### src/rtl/pgen_pkg.sv
package pgen_pkg;

  // Which half of a repeat period the block is in.
  typedef enum logic {
    SEG_HIGH = 1'b0,
    SEG_LOW  = 1'b1
  } seg_e;

  // Effective stretch length: values below two are raised to two.
  function automatic int unsigned eff_width(input int unsigned n);
    return (n < 2) ? 2 : n;
  endfunction

  // Counter preset so that the sign bit appears in the N-th active cycle.
  function automatic int unsigned preset_of(input int unsigned n);
    return eff_width(n) - 2;
  endfunction

endpackage

### src/rtl/pgen_preset.sv
module pgen_preset #(
  parameter int WIDTH_W = 8,
  localparam int CW = WIDTH_W + 1
) (
  input  logic [WIDTH_W-1:0] width_n,
  output logic [CW-1:0]      preset_o
);
  import pgen_pkg::*;

  logic [31:0] wide_n;

  generate
    if (WIDTH_W >= 32) begin : g_trunc
      assign wide_n = width_n[31:0];
    end else begin : g_pad
      assign wide_n = {{(32-WIDTH_W){1'b0}}, width_n};
    end
  endgenerate

  int unsigned pre_full;
  always_comb begin
    pre_full = preset_of(wide_n);
    preset_o = pre_full[CW-1:0];
  end

  // Preset is never negative: the sign bit must be clear at load.
  always_comb begin
    assert_preset_nonneg_R4: assert (preset_o[CW-1] == 1'b0);
  end

endmodule

### src/rtl/pgen_counter.sv
module pgen_counter #(
  parameter int CW = 9
) (
  input  logic          clk,
  input  logic          rst,
  input  logic          load_en,
  input  logic          dec_en,
  input  logic [CW-1:0] preset_i,
  output logic          sign_o
);

  logic [CW-1:0] cnt_q;
  logic [CW-1:0] cnt_dec;

  assign cnt_dec = cnt_q - CW'(1);
  assign sign_o  = cnt_q[CW-1];

  always_ff @(posedge clk) begin
    if (rst) begin
      cnt_q <= '1;
    end else if (load_en) begin
      cnt_q <= preset_i;
    end else if (dec_en) begin
      cnt_q <= cnt_dec;
    end
  end

  // A load takes the preset exactly.
  assert_load_R2: assert property (@(posedge clk) disable iff (rst)
    load_en |=> cnt_q == $past(preset_i));

  // An active, non-terminal cycle moves the count down by one.
  assert_count_R3: assert property (@(posedge clk) disable iff (rst)
    (dec_en && !load_en) |=> cnt_q == $past(cnt_q) - CW'(1));

  // Without load or decrement the count holds.
  assert_hold_R5: assert property (@(posedge clk) disable iff (rst)
    (!dec_en && !load_en) |=> $stable(cnt_q));

endmodule

### src/rtl/pgen_ctrl.sv
module pgen_ctrl
  import pgen_pkg::*;
(
  input  logic clk,
  input  logic rst,
  input  logic trig,
  input  logic repeat_en,
  input  logic sign_i,
  output logic active_o,
  output seg_e seg_o,
  output logic load_en,
  output logic dec_en
);

  logic active_q;
  seg_e seg_q;

  // Named events for the assertions.
  logic start_ev, term_ev, reload_ev, stop_ev;

  assign start_ev  = trig & ~active_q;
  assign term_ev   = active_q & sign_i;
  assign reload_ev = term_ev & repeat_en;
  assign stop_ev   = term_ev & ~repeat_en;

  assign load_en  = start_ev | reload_ev;
  assign dec_en   = active_q & ~term_ev;
  assign active_o = active_q;
  assign seg_o    = seg_q;

  always_ff @(posedge clk) begin
    if (rst) begin
      active_q <= 1'b0;
      seg_q    <= SEG_HIGH;
    end else begin
      if (start_ev) begin
        active_q <= 1'b1;
        seg_q    <= SEG_HIGH;
      end else if (stop_ev) begin
        active_q <= 1'b0;
        seg_q    <= SEG_HIGH;
      end else if (reload_ev) begin
        seg_q    <= (seg_q == SEG_HIGH) ? SEG_LOW : SEG_HIGH;
      end
    end
  end

  // A start leaves the block active in a high stretch with a clear sign.
  assert_start_R2: assert property (@(posedge clk) disable iff (rst)
    start_ev |=> (active_q && seg_q == SEG_HIGH && !sign_i));

  // Until the sign bit shows, an active block stays active.
  assert_busy_holds_R5: assert property (@(posedge clk) disable iff (rst)
    (active_q && !sign_i) |=> active_q);

  // Terminal cycle in one-shot operation ends the pulse.
  assert_end_R3: assert property (@(posedge clk) disable iff (rst)
    stop_ev |=> !active_q);

  // Terminal cycle in repeat operation flips the stretch and keeps running.
  assert_reload_R6: assert property (@(posedge clk) disable iff (rst)
    reload_ev |=> (active_q && seg_q != $past(seg_q) && !sign_i));

  // Idle implies a negative count.
  assert_idle_sign_R8: assert property (@(posedge clk) disable iff (rst)
    !active_q |-> sign_i);

endmodule

### src/rtl/pgen_top.sv
module pgen_top #(
  parameter int WIDTH_W = 8,
  localparam int CW = WIDTH_W + 1
) (
  input  logic               clk,
  input  logic               rst,
  input  logic               trig,
  input  logic               repeat_en,
  input  logic [WIDTH_W-1:0] width_n,
  output logic               pulse_o,
  output logic               busy_o
);
  import pgen_pkg::*;

  logic [CW-1:0] preset;
  logic          sign;
  logic          active;
  seg_e          seg;
  logic          load_en;
  logic          dec_en;

  pgen_preset #(.WIDTH_W(WIDTH_W)) u_preset (
    .width_n  (width_n),
    .preset_o (preset)
  );

  pgen_counter #(.CW(CW)) u_counter (
    .clk      (clk),
    .rst      (rst),
    .load_en  (load_en),
    .dec_en   (dec_en),
    .preset_i (preset),
    .sign_o   (sign)
  );

  pgen_ctrl u_ctrl (
    .clk       (clk),
    .rst       (rst),
    .trig      (trig),
    .repeat_en (repeat_en),
    .sign_i    (sign),
    .active_o  (active),
    .seg_o     (seg),
    .load_en   (load_en),
    .dec_en    (dec_en)
  );

  assign busy_o  = active;
  assign pulse_o = active & (seg == SEG_HIGH);

  // Output pulse only ever appears inside a busy period.
  assert_pulse_in_busy_R6: assert property (@(posedge clk) disable iff (rst)
    pulse_o |-> busy_o);

  // Reset leaves both outputs low.
  assert_reset_R1: assert property (@(posedge clk)
    rst |=> (!pulse_o && !busy_o));

endmodule

### config.mk
export PLATFORM = sky130hd
export DESIGN_NAME = pgen_top
export DESIGN_NICKNAME = d
export VERILOG_FILES = /design/src/rtl/pgen_pkg.sv /design/src/rtl/pgen_preset.sv /design/src/rtl/pgen_counter.sv /design/src/rtl/pgen_ctrl.sv /design/src/rtl/pgen_top.sv
export SDC_FILE = /design/constraint.sdc
export NUM_CORES = 1
export LEC_CHECK = 0
export BUFFER_PORTS_ARGS = -buffer_cell sky130_fd_sc_hd__buf_4
export CAP_MARGIN = 20
export CORE_MARGIN = 5
export CORE_UTILIZATION = 40
export CTS_CLUSTER_DIAMETER = 80
export CTS_CLUSTER_SIZE = 24
export DETAILED_ROUTE_END_ITERATION = 10
export PLACE_DENSITY = 0.62
export SLEW_MARGIN = 20
export SYNTH_ARGS = -nofsm -noshare
export SYNTH_HDL_FRONTEND = slang
export SYNTH_SLANG_ARGS = --single-unit
### constraint.sdc
create_clock -name clk -period 2.5 [get_ports clk]
set_input_delay 0.375 -clock clk [delete_from_list [all_inputs] [get_ports clk]]
set_output_delay 0.375 -clock clk [all_outputs]
set_load 0.02 [all_outputs]
## Word-level counts from Yosys, hierarchy flattened

Index checks and enable logic that the tools add are counted.

| storage, ports and cells | value |
|---|---|
| bits in registers | 11 |
| input port bits | 12 |
| output and inout port bits | 2 |
| word-level logic and storage cells | 26 |

| cells by class | value |
|---|---|
| $add $sub $neg | 2 |
| $lt $le $gt $ge | 1 |
| muxes and demuxes | 6 |
| bitwise gates (word level) | 11 |
| reduce and logical (&&, ||, !) cells | 3 |

Operator list:

| cell | number |
|---|---|
| two-way mux 9 bit | 2 |
| subtractor 9 x 1 -> 9 bit (second input constant) | 1 |
| subtractor 9 x 2 -> 9 bit (second input constant) | 1 |
| < comparator 8 x 2 -> 1 bit (second input constant) | 1 |
| two-way mux 8 bit | 1 |
| bitwise AND 1 bit | 6 |
| inverter 1 bit | 4 |
| nonzero test 2 bit | 2 |
| two-way mux 1 bit | 3 |
| OR reduction 3 bit | 1 |
| OR 1 bit | 1 |

## Logic depth before layout (Yosys ltp)

Gate-level depths: netlist of run 1.

| logic depth | value |
|---|---|
| depth after elaboration | 5 |
| mapped depth | 7 |
| depth with buffers taken out | 7 |

## Cells and area by module

From an unflattened synthesis of run 1, not the netlist that was laid out.

| second synthesis, totals | value |
|---|---|
| cells, all modules | 99 |
| area, all modules | 843.3 µm² |

Modules (own cells, without submodules):

| module | instances | cells each | area an instance (µm²) | sequential area each (µm²) |
|---|---|---|---|---|
| pgen_counter | 1 | 64 | 569.3 | 180.2 |
| pgen_preset | 1 | 22 | 150.1 | 0.0 |
| pgen_ctrl | 1 | 12 | 110.1 | 40.0 |
| pgen_top | 1 | 1 | 13.8 | 0.0 |

## Worst setup path after synthesis of run 1

No wires, ideal clock.

| path | value |
|---|---|
| path type | input port to flip-flop |
| start point | in width_n[6] |
| end point | reg u_counter.cnt_q[5] |
| setup time | 0.122 ns |
| arrival | 1.698 ns |
| setup slack | 0.680 ns |
| stages on the path | 7 |
| buffers on the path | 0 |
| cell sequence | nor4_1 a21oi_1 ha_1 nor3b_1 xnor2_1 o21ai_0 a221o_1 |

| on the way | value |
|---|---|
| cells in the longest elaborated chain, start to end | 4 |

RTL lines:

| item | RTL line | RTL |
|---|---|---|
| from (decl) | pgen_top.sv:9 | `input logic [WIDTH_W-1:0] width_n,` |
| < comparator 8 x 2 -> 1 bit | pgen_pkg.sv:11 | `return (n < 2) ? 2 : n;` |
| two-way mux 8 bit | pgen_pkg.sv:11 |  |
| subtractor 9 x 2 -> 9 bit | pgen_pkg.sv:16 | `return eff_width(n) - 2;` |
| two-way mux 9 bit | pgen_counter.sv:21 | `end else if (load_en) begin` |
| to (signal assigned) | pgen_counter.sv:22 | `cnt_q <= preset_i;` |
| to (signal assigned) | pgen_counter.sv:24 | `cnt_q <= cnt_dec;` |
| to (decl) | pgen_counter.sv:12 | `logic [CW-1:0] cnt_q;` |

No other way between the ends.
A chain may end at the register's enable or synchronous reset.

## Worst setup path in the final report of run 1

| path | value |
|---|---|
| start point | reg u_counter.cnt_q[0] |
| end point | reg u_counter.cnt_q[6] |

| on the way | value |
|---|---|
| cells in the longest elaborated chain, start to end | 3 |

RTL lines:

| item | RTL line | RTL |
|---|---|---|
| subtractor 9 x 1 -> 9 bit | pgen_counter.sv:15 | `assign cnt_dec = cnt_q - CW'(1);` |
| two-way mux 9 bit | pgen_counter.sv:23 | `end else if (dec_en) begin` |
| two-way mux 9 bit | pgen_counter.sv:21 |  |

No other way between the ends. The select of a mux whose other input is x is not followed.

==> impl_metrics.tcl, run 1 <==
set metrics [dict create \
    drc 0 \
    start_kind "register" \
    grt_max_degree 13 \
    placed_area_um2 910.9 \
    ys_warn_count 0 \
    fin_setup_tns_ns 0 \
    ys_seq_area_frac 0.2798 \
    finalClockSkew_ns 0.01108 \
    cts_setup_buffers 0 \
    vias 837 \
    peakVddDrop_v 0.0003501 \
    syn-num-nets 117 \
    crit_fanout 5 \
    rsz0062_at_grt "false" \
    synth_top_area_frac 0.2798 \
    ff2ff_setup_slack_ns 0.66 \
    synth_seq_cells 11 \
    worstHoldPathCells 2 \
    initial_core_util 0.4095 \
    cts_resized 0 \
    io_pins 14 \
    die_area_um2 2954 \
    setup_viol 0 \
    finalNetCount 132 \
    r2r-start "u_counter.cnt_q[0]$_SDFFE_PP1P_" \
    finalHoldWorstSlack_ns 0.3583 \
    clk_pin_slew_ns 0.07 \
    worstSkewPairLatency_ns 0.28 \
    area_delta_synth_final_pct 19.08 \
    overflow 0 \
    endpoint_kind "register" \
    preCtsSetupSlack_ns 0.4089 \
    slowest_delay_ns 0.51 \
    netlist_top_cells_count "dfxtp_1, a21oi_1, nor2_1" \
    r2r_end "u_counter.cnt_q[6]$_SDFFE_PP1P_" \
    first_iter_violations 45 \
    ys.flop_type "dfxtp_1" \
    post-route-period-util 0.7356 \
    syn_area_um2 787.0 \
    critPathArrivalTime_ns 1.99 \
    crit_required_ns 2.66 \
    drt_first_pass_iters 4 \
    max-cap-violations 0 \
    synth.most_common_cell "dfxtp_1" \
    setup_ws_ns 0.6609 \
    reg2reg_depth 6 \
    grt_pass1_wl_um 3429 \
    regArea_um2 220.2 \
    antenna_found_initial 0 \
    finalHoldViolations 0 \
    htreeDepth 1 \
    path_cells "inv_1 > ha_1 > or3b_2 > nor4_1 > a31o_1 > a21oi_2" \
    avgSynthCellArea_um2 7.641 \
    crit_slowest_cell "or3b_2" \
    drv_slew 0 \
    p_leak_uw 0.0003752 \
    slew_headroom 0.6960 \
    wl_per_cell_um 13.88 \
    drive_gt1_frac 0.1966 \
    multi_input_area_um2 536.8 \
    synth_edf_count 0 \
    async_flop_share 0 \
    min_to "u_ctrl.seg_o$_SDFFE_PP0P_" \
    avgViaCountPerCell 5.813 \
    postCtsHoldBufs 0 \
    cts_buffers 3 \
    antenna_cells 0 \
    fmax_mhz 543.7 \
    grt_use_total 0.1591 \
    dpl.hpwl_um 1515 \
    gp_congestion 0.8820 \
    detail-route-antenna-nets 0 \
    crit_path_start "u_counter.cnt_q[0]$_SDFFE_PP1P_" \
    clockBufferDepth 2 \
    synth_top_cell_by_area "dfxtp_1" \
    root_buffer "clkbuf_4" \
    outcome "completed" \
    clock_sinks 11 \
    grt_pass1_vias 766 \
    portBuffers 13 \
    tightest_slew_ns 0.4551 \
    fillerInstances 197 \
    die_w_um 54.36 \
    core_area_um2 1922 \
    worst-setup-path-type "reg2reg" \
    min_from "rst" \
    finalWirelength_um 1999 \
    fin_crit_ns 1.839 \
    netlist-cell-type-count 36 \
    die-height_um 54.36 \
    hold_class "in2reg" \
    cts_tree "done" \
    power_density_nw_per_um2 487.3 \
    core.rowCount 16 \
    design_area_um2 937.1 \
    synthTopCellsByArea "dfxtp_1, a21oi_1, o21bai_1, nor3_1, o21ai_0" \
    syn_inst 103 \
]
[cell usage in the layout, fill, tap and decap left out, types with 2 or more instances in the layout]
| cell | n |
|---|---|
| nor2b_1 | 3 |
| nor4_1 | 3 |
| nor3_1 | 6 |
| o22ai_1 | 2 |
| a21oi_1 | 9 |
| or3_1 | 2 |
| a211oi_1 | 2 |
| nand3_1 | 5 |
| o21bai_1 | 6 |
| o21ai_0 | 6 |
| xnor2_1 | 2 |
| dfxtp_1 | 11 |
| or4_1 | 2 |
| nand4_1 | 3 |
| inv_1 | 4 |
| clkbuf_4 | 3 |
| nand2b_1 | 2 |
| a211o_1 | 2 |
| ha_1 | 2 |
| nor2_1 | 7 |
| or3b_2 | 2 |
| nand2_1 | 4 |
| buf_4 | 14 |
[final cells by class]
type | count | share of cell area
Tap cell | 27 | 0.03605
Timing Repair Buffer | 14 | 0.1121
Sequential cell | 11 | 0.2350
Clock buffer | 4 | 0.02804
Inverter | 4 | 0.01602
Multi-Input combinational cell | 84 | 0.5728
[cells by family (layout without fill, tap and decap cells)]
| kind of cell | after synthesis | count (layout) | share of synthesized area |
|---|---|---|---|
| xor+xnor | 2 | 2 | 0.02226 |
| fa+ha+maj | 2 | 2 | 0.03179 |
| buf+inv | 8 | 22 | 0.03814 |
| compound gates | 36 | 36 | 0.3084 |
| simple gates | 44 | 44 | 0.3196 |
| flops | 11 | 11 | 0.2798 |
[stage by stage]
step                      utilization  power, uW  cells
after global routing           0.4876      483.1    144
after floorplan                     -      287.7    103
after detailed placement       0.4740      330.9    140
after global placement         0.4740      331.7    140
final                          0.4876      456.6    144
after CTS                      0.4876      459.2    144
[registers in the layout, indices dropped and copies added (netlist names)]
register and count:
u_counter.cnt_q 9, u_ctrl.active_o 1, u_ctrl.seg_o 1
[critical path, delay by kind of cell, from the launching register on]
family                     cells  cell delay [ns]
and+or+nand+nor                2             0.80
DFF                            1             0.34
adders and majority gates      1             0.26
AOI/OAI and AO/OA              2             0.22
buffers and inverters          1             0.10
[how the worst max path moves through the flow]
stage	endpoint	cells past startpoint	slack, ns
after global routing	u_counter.cnt_q[6]$_SDFFE_PP1P_	6	0.56
after detailed placement	u_counter.cnt_q[5]$_SDFFE_PP1P_	8	0.41
after floorplan	u_counter.cnt_q[5]$_SDFFE_PP1P_	7	0.68
after global placement	u_counter.cnt_q[5]$_SDFFE_PP1P_	8	0.46
after CTS	u_counter.cnt_q[6]$_SDFFE_PP1P_	6	0.68
final	u_counter.cnt_q[6]$_SDFFE_PP1P_	6	0.66
[per-layer routing]
| layer | global-route usage | share of wire | wire [um] |
|---|---|---|---|
| met1 | 0.2016 | 0.42 | 838 |
| met2 | 0.2610 | 0.48 | 960 |
| met3 | 0.04905 | 0.090 | 179 |
| met4 | 0.03734 | 0.010 | 20 |
| met5 | 0 | 0 | 0 |
[where the power goes]
part,internal [uW],total [uW],switching (uW)
combinational,54.5,117,62.8
sequential,191,212,20.7
clock,61.8,127,65.5
total,308,457,149
Note: power is estimated with default switching activity, not from simulation.
==> run 2: changes to the inputs <==
--- a/config.mk
+++ b/config.mk
@@ -5,6 +5,7 @@
 export SDC_FILE = /design/constraint.sdc
 export NUM_CORES = 1
 export LEC_CHECK = 0
+export ABC_AREA = 1
 export BUFFER_PORTS_ARGS = -buffer_cell sky130_fd_sc_hd__buf_4
 export CAP_MARGIN = 20
 export CORE_MARGIN = 5
==> constraint.sdc (replaced) <==
create_clock -name clk -period 1.77 [get_ports clk]
set_input_delay 0.2655 -clock clk [delete_from_list [all_inputs] [get_ports clk]]
set_output_delay 0.2655 -clock clk [all_outputs]
set_load 0.02 [all_outputs]
==> impl_metrics.tcl, run 2 <==
set metrics [dict create \
    outcome "completed" \
    drt_first_pass_iters 4 \
    portBuffers 13 \
    hold_class "in2reg" \
    grt_max_degree 14 \
    preCtsSetupSlack_ns 0.1343 \
    largest_reg_flops 9 \
    antenna_cells 0 \
    synth_edf_count 0 \
    grt_pass1_vias 786 \
    detail-route-antenna-nets 0 \
    crit_required_ns 1.94 \
    cts_buffers 3 \
    slew_headroom 0.8325 \
    endpoint_kind "register" \
    fmax_mhz 736.1 \
    overflow 0 \
    area_delta_synth_final_pct 18.58 \
    cts_resized 0 \
    synth_top_cell_by_area "dfxtp_1" \
    worst-setup-path-type "in2reg" \
    die_w_um 54.57 \
    finalHoldViolations 0 \
    syn_inst 125 \
    root_buffer "clkbuf_4" \
    syn_area_um2 794.5 \
    avgSynthCellArea_um2 6.356 \
    drv_slew 0 \
    setup_viol 0 \
    netlist-cell-type-count 24 \
    ys_seq_area_frac 0.2772 \
    rsz0062_at_grt "false" \
    core.rowCount 16 \
    worstHoldPathCells 2 \
    vias 817 \
    fin_setup_tns_ns 0 \
    cts_tree "done" \
    syn-num-nets 139 \
    ys.flop_type "dfxtp_1" \
    tightest_slew_ns 0.2506 \
    first_iter_violations 18 \
    post-route-period-util 0.7675 \
    gp_congestion 0.7779 \
    cts_setup_buffers 0 \
    crit_fanout 4 \
    critPathArrivalTime_ns 1.53 \
    drc 0 \
    fillerInstances 221 \
    synth_seq_cells 11 \
    peakVddDrop_v 0.0004247 \
    netlist_top_cells_count "nand2_1, inv_1, nand3_1, nor2_1" \
    drive_gt1_frac 0.2128 \
    setup_ws_ns 0.4115 \
    io_pins 14 \
    final_cell_mix "nand2_1, inv_1, nor2_1, nand3_1, buf_4" \
    die_area_um2 2977 \
    reg2reg_depth 7 \
    largest_register "u_counter.cnt_q" \
    grt_pass1_wl_um 3277 \
    clock_sinks 11 \
    postCtsHoldBufs 0 \
    clockBufferDepth 2 \
    async_flop_share 0 \
    finalClockSkew_ns 0.001052 \
    wl_per_cell_um 10.71 \
    grt_use_total 0.1564 \
    worstSkewPairLatency_ns 0.27 \
    start_kind "input pin" \
    finalNetCount 156 \
    initial_core_util 0.4134 \
    die-height_um 54.57 \
    regArea_um2 220.2 \
    fin_crit_ns 1.358 \
    htreeDepth 1 \
    synth.most_common_cell "nand2_1" \
    power_density_nw_per_um2 712.6 \
    layout_commonest_cell "nand2_1" \
    multi_input_area_um2 484.2 \
    antenna_found_initial 0 \
    ys_warn_count 0 \
    p_leak_uw 0.0004626 \
    clk_pin_slew_ns 0.08 \
    finalWirelength_um 1799 \
    synth_top_area_frac 0.2772 \
    synthTopCellsByArea "dfxtp_1, nand2_1, nand3_1, inv_1, a21oi_1" \
    core_area_um2 1922 \
    avgViaCountPerCell 4.863 \
    dpl.hpwl_um 1470 \
    max-cap-violations 0 \
]
run 2: area by class of cell:
cell class,count,share of cell area
Clock buffer,3,0.02390
Inverter,19,0.07570
Sequential cell,11,0.2337
Multi-Input combinational cell,93,0.5139
Clock inverter,1,0.005312
Tap cell,27,0.03586
Timing Repair Buffer,14,0.1116
run 2: power by group:
group	total [uW]	internal [uW]	switching (uW)
Sequential	302	275	27.0
Clock	177	83.8	93.1
Combinational	193	78.5	114
run 2: logic make-up after synthesis:
family,synth area share
compound gates,0.1512
fa+ha+maj,0.03149
buf+inv,0.1134
flops,0.2772
simple gates,0.4268
run 2: routing by layer:
metal,track usage,vias up,part of all wire
met2,0.2450,9,0.47
met4,0.06224,0,0.011
met5,0,-,0
met1,0.1974,362,0.49
met3,0.04905,4,0.024
li1,-,442,-
run 2: path summary, 6_finish.rpt:
| path | slack [ns] | to | from |
|---|---|---|---|
| setup / recovery | 0.41 | u_counter.cnt_q[7]$_SDFFE_PP1P_ | width_n[4] |
| hold reg to reg | 0.48 | u_ctrl.seg_o$_SDFFE_PP0P_ | u_ctrl.seg_o$_SDFFE_PP0P_ |
| hold / removal | 0.24 | u_ctrl.active_o$_SDFFE_PP0P_ | rst |
| setup reg to reg | 0.47 | u_counter.cnt_q[3]$_SDFFE_PP1P_ | u_ctrl.active_o$_SDFFE_PP0P_ |
run 2: through the flow:
stage	cell area, um^2	total power [uW]	hold WS [ns]	util	cells
6_report	942.2	671.4	0.2420	0.4902	168
5_1_grt	942.2	725.7	0.2403	0.4902	168
4_1_cts	942.2	681.8	0.2261	0.4902	168
3_5_place_dp	914.6	500.5	0.4694	0.4759	164
3_3_place_gp	914.6	496.3	0.4608	0.4759	164
2_1_floorplan	794.5	443.2	0.4338	-	125
run 2: worst max-delay path, cell delays in order:
cell	delay [ns]
buf_4	0.09
nor2_1	0.06
nand2_1	0.11
inv_1	0.06
a21oi_1	0.18
ha_1	0.20
nand2_1	0.09
nor2_1	0.16
nand2_1	0.07
nand2_1	0.06
nand3_1	0.06
nand3_1	0.08
nand2_1	0.04
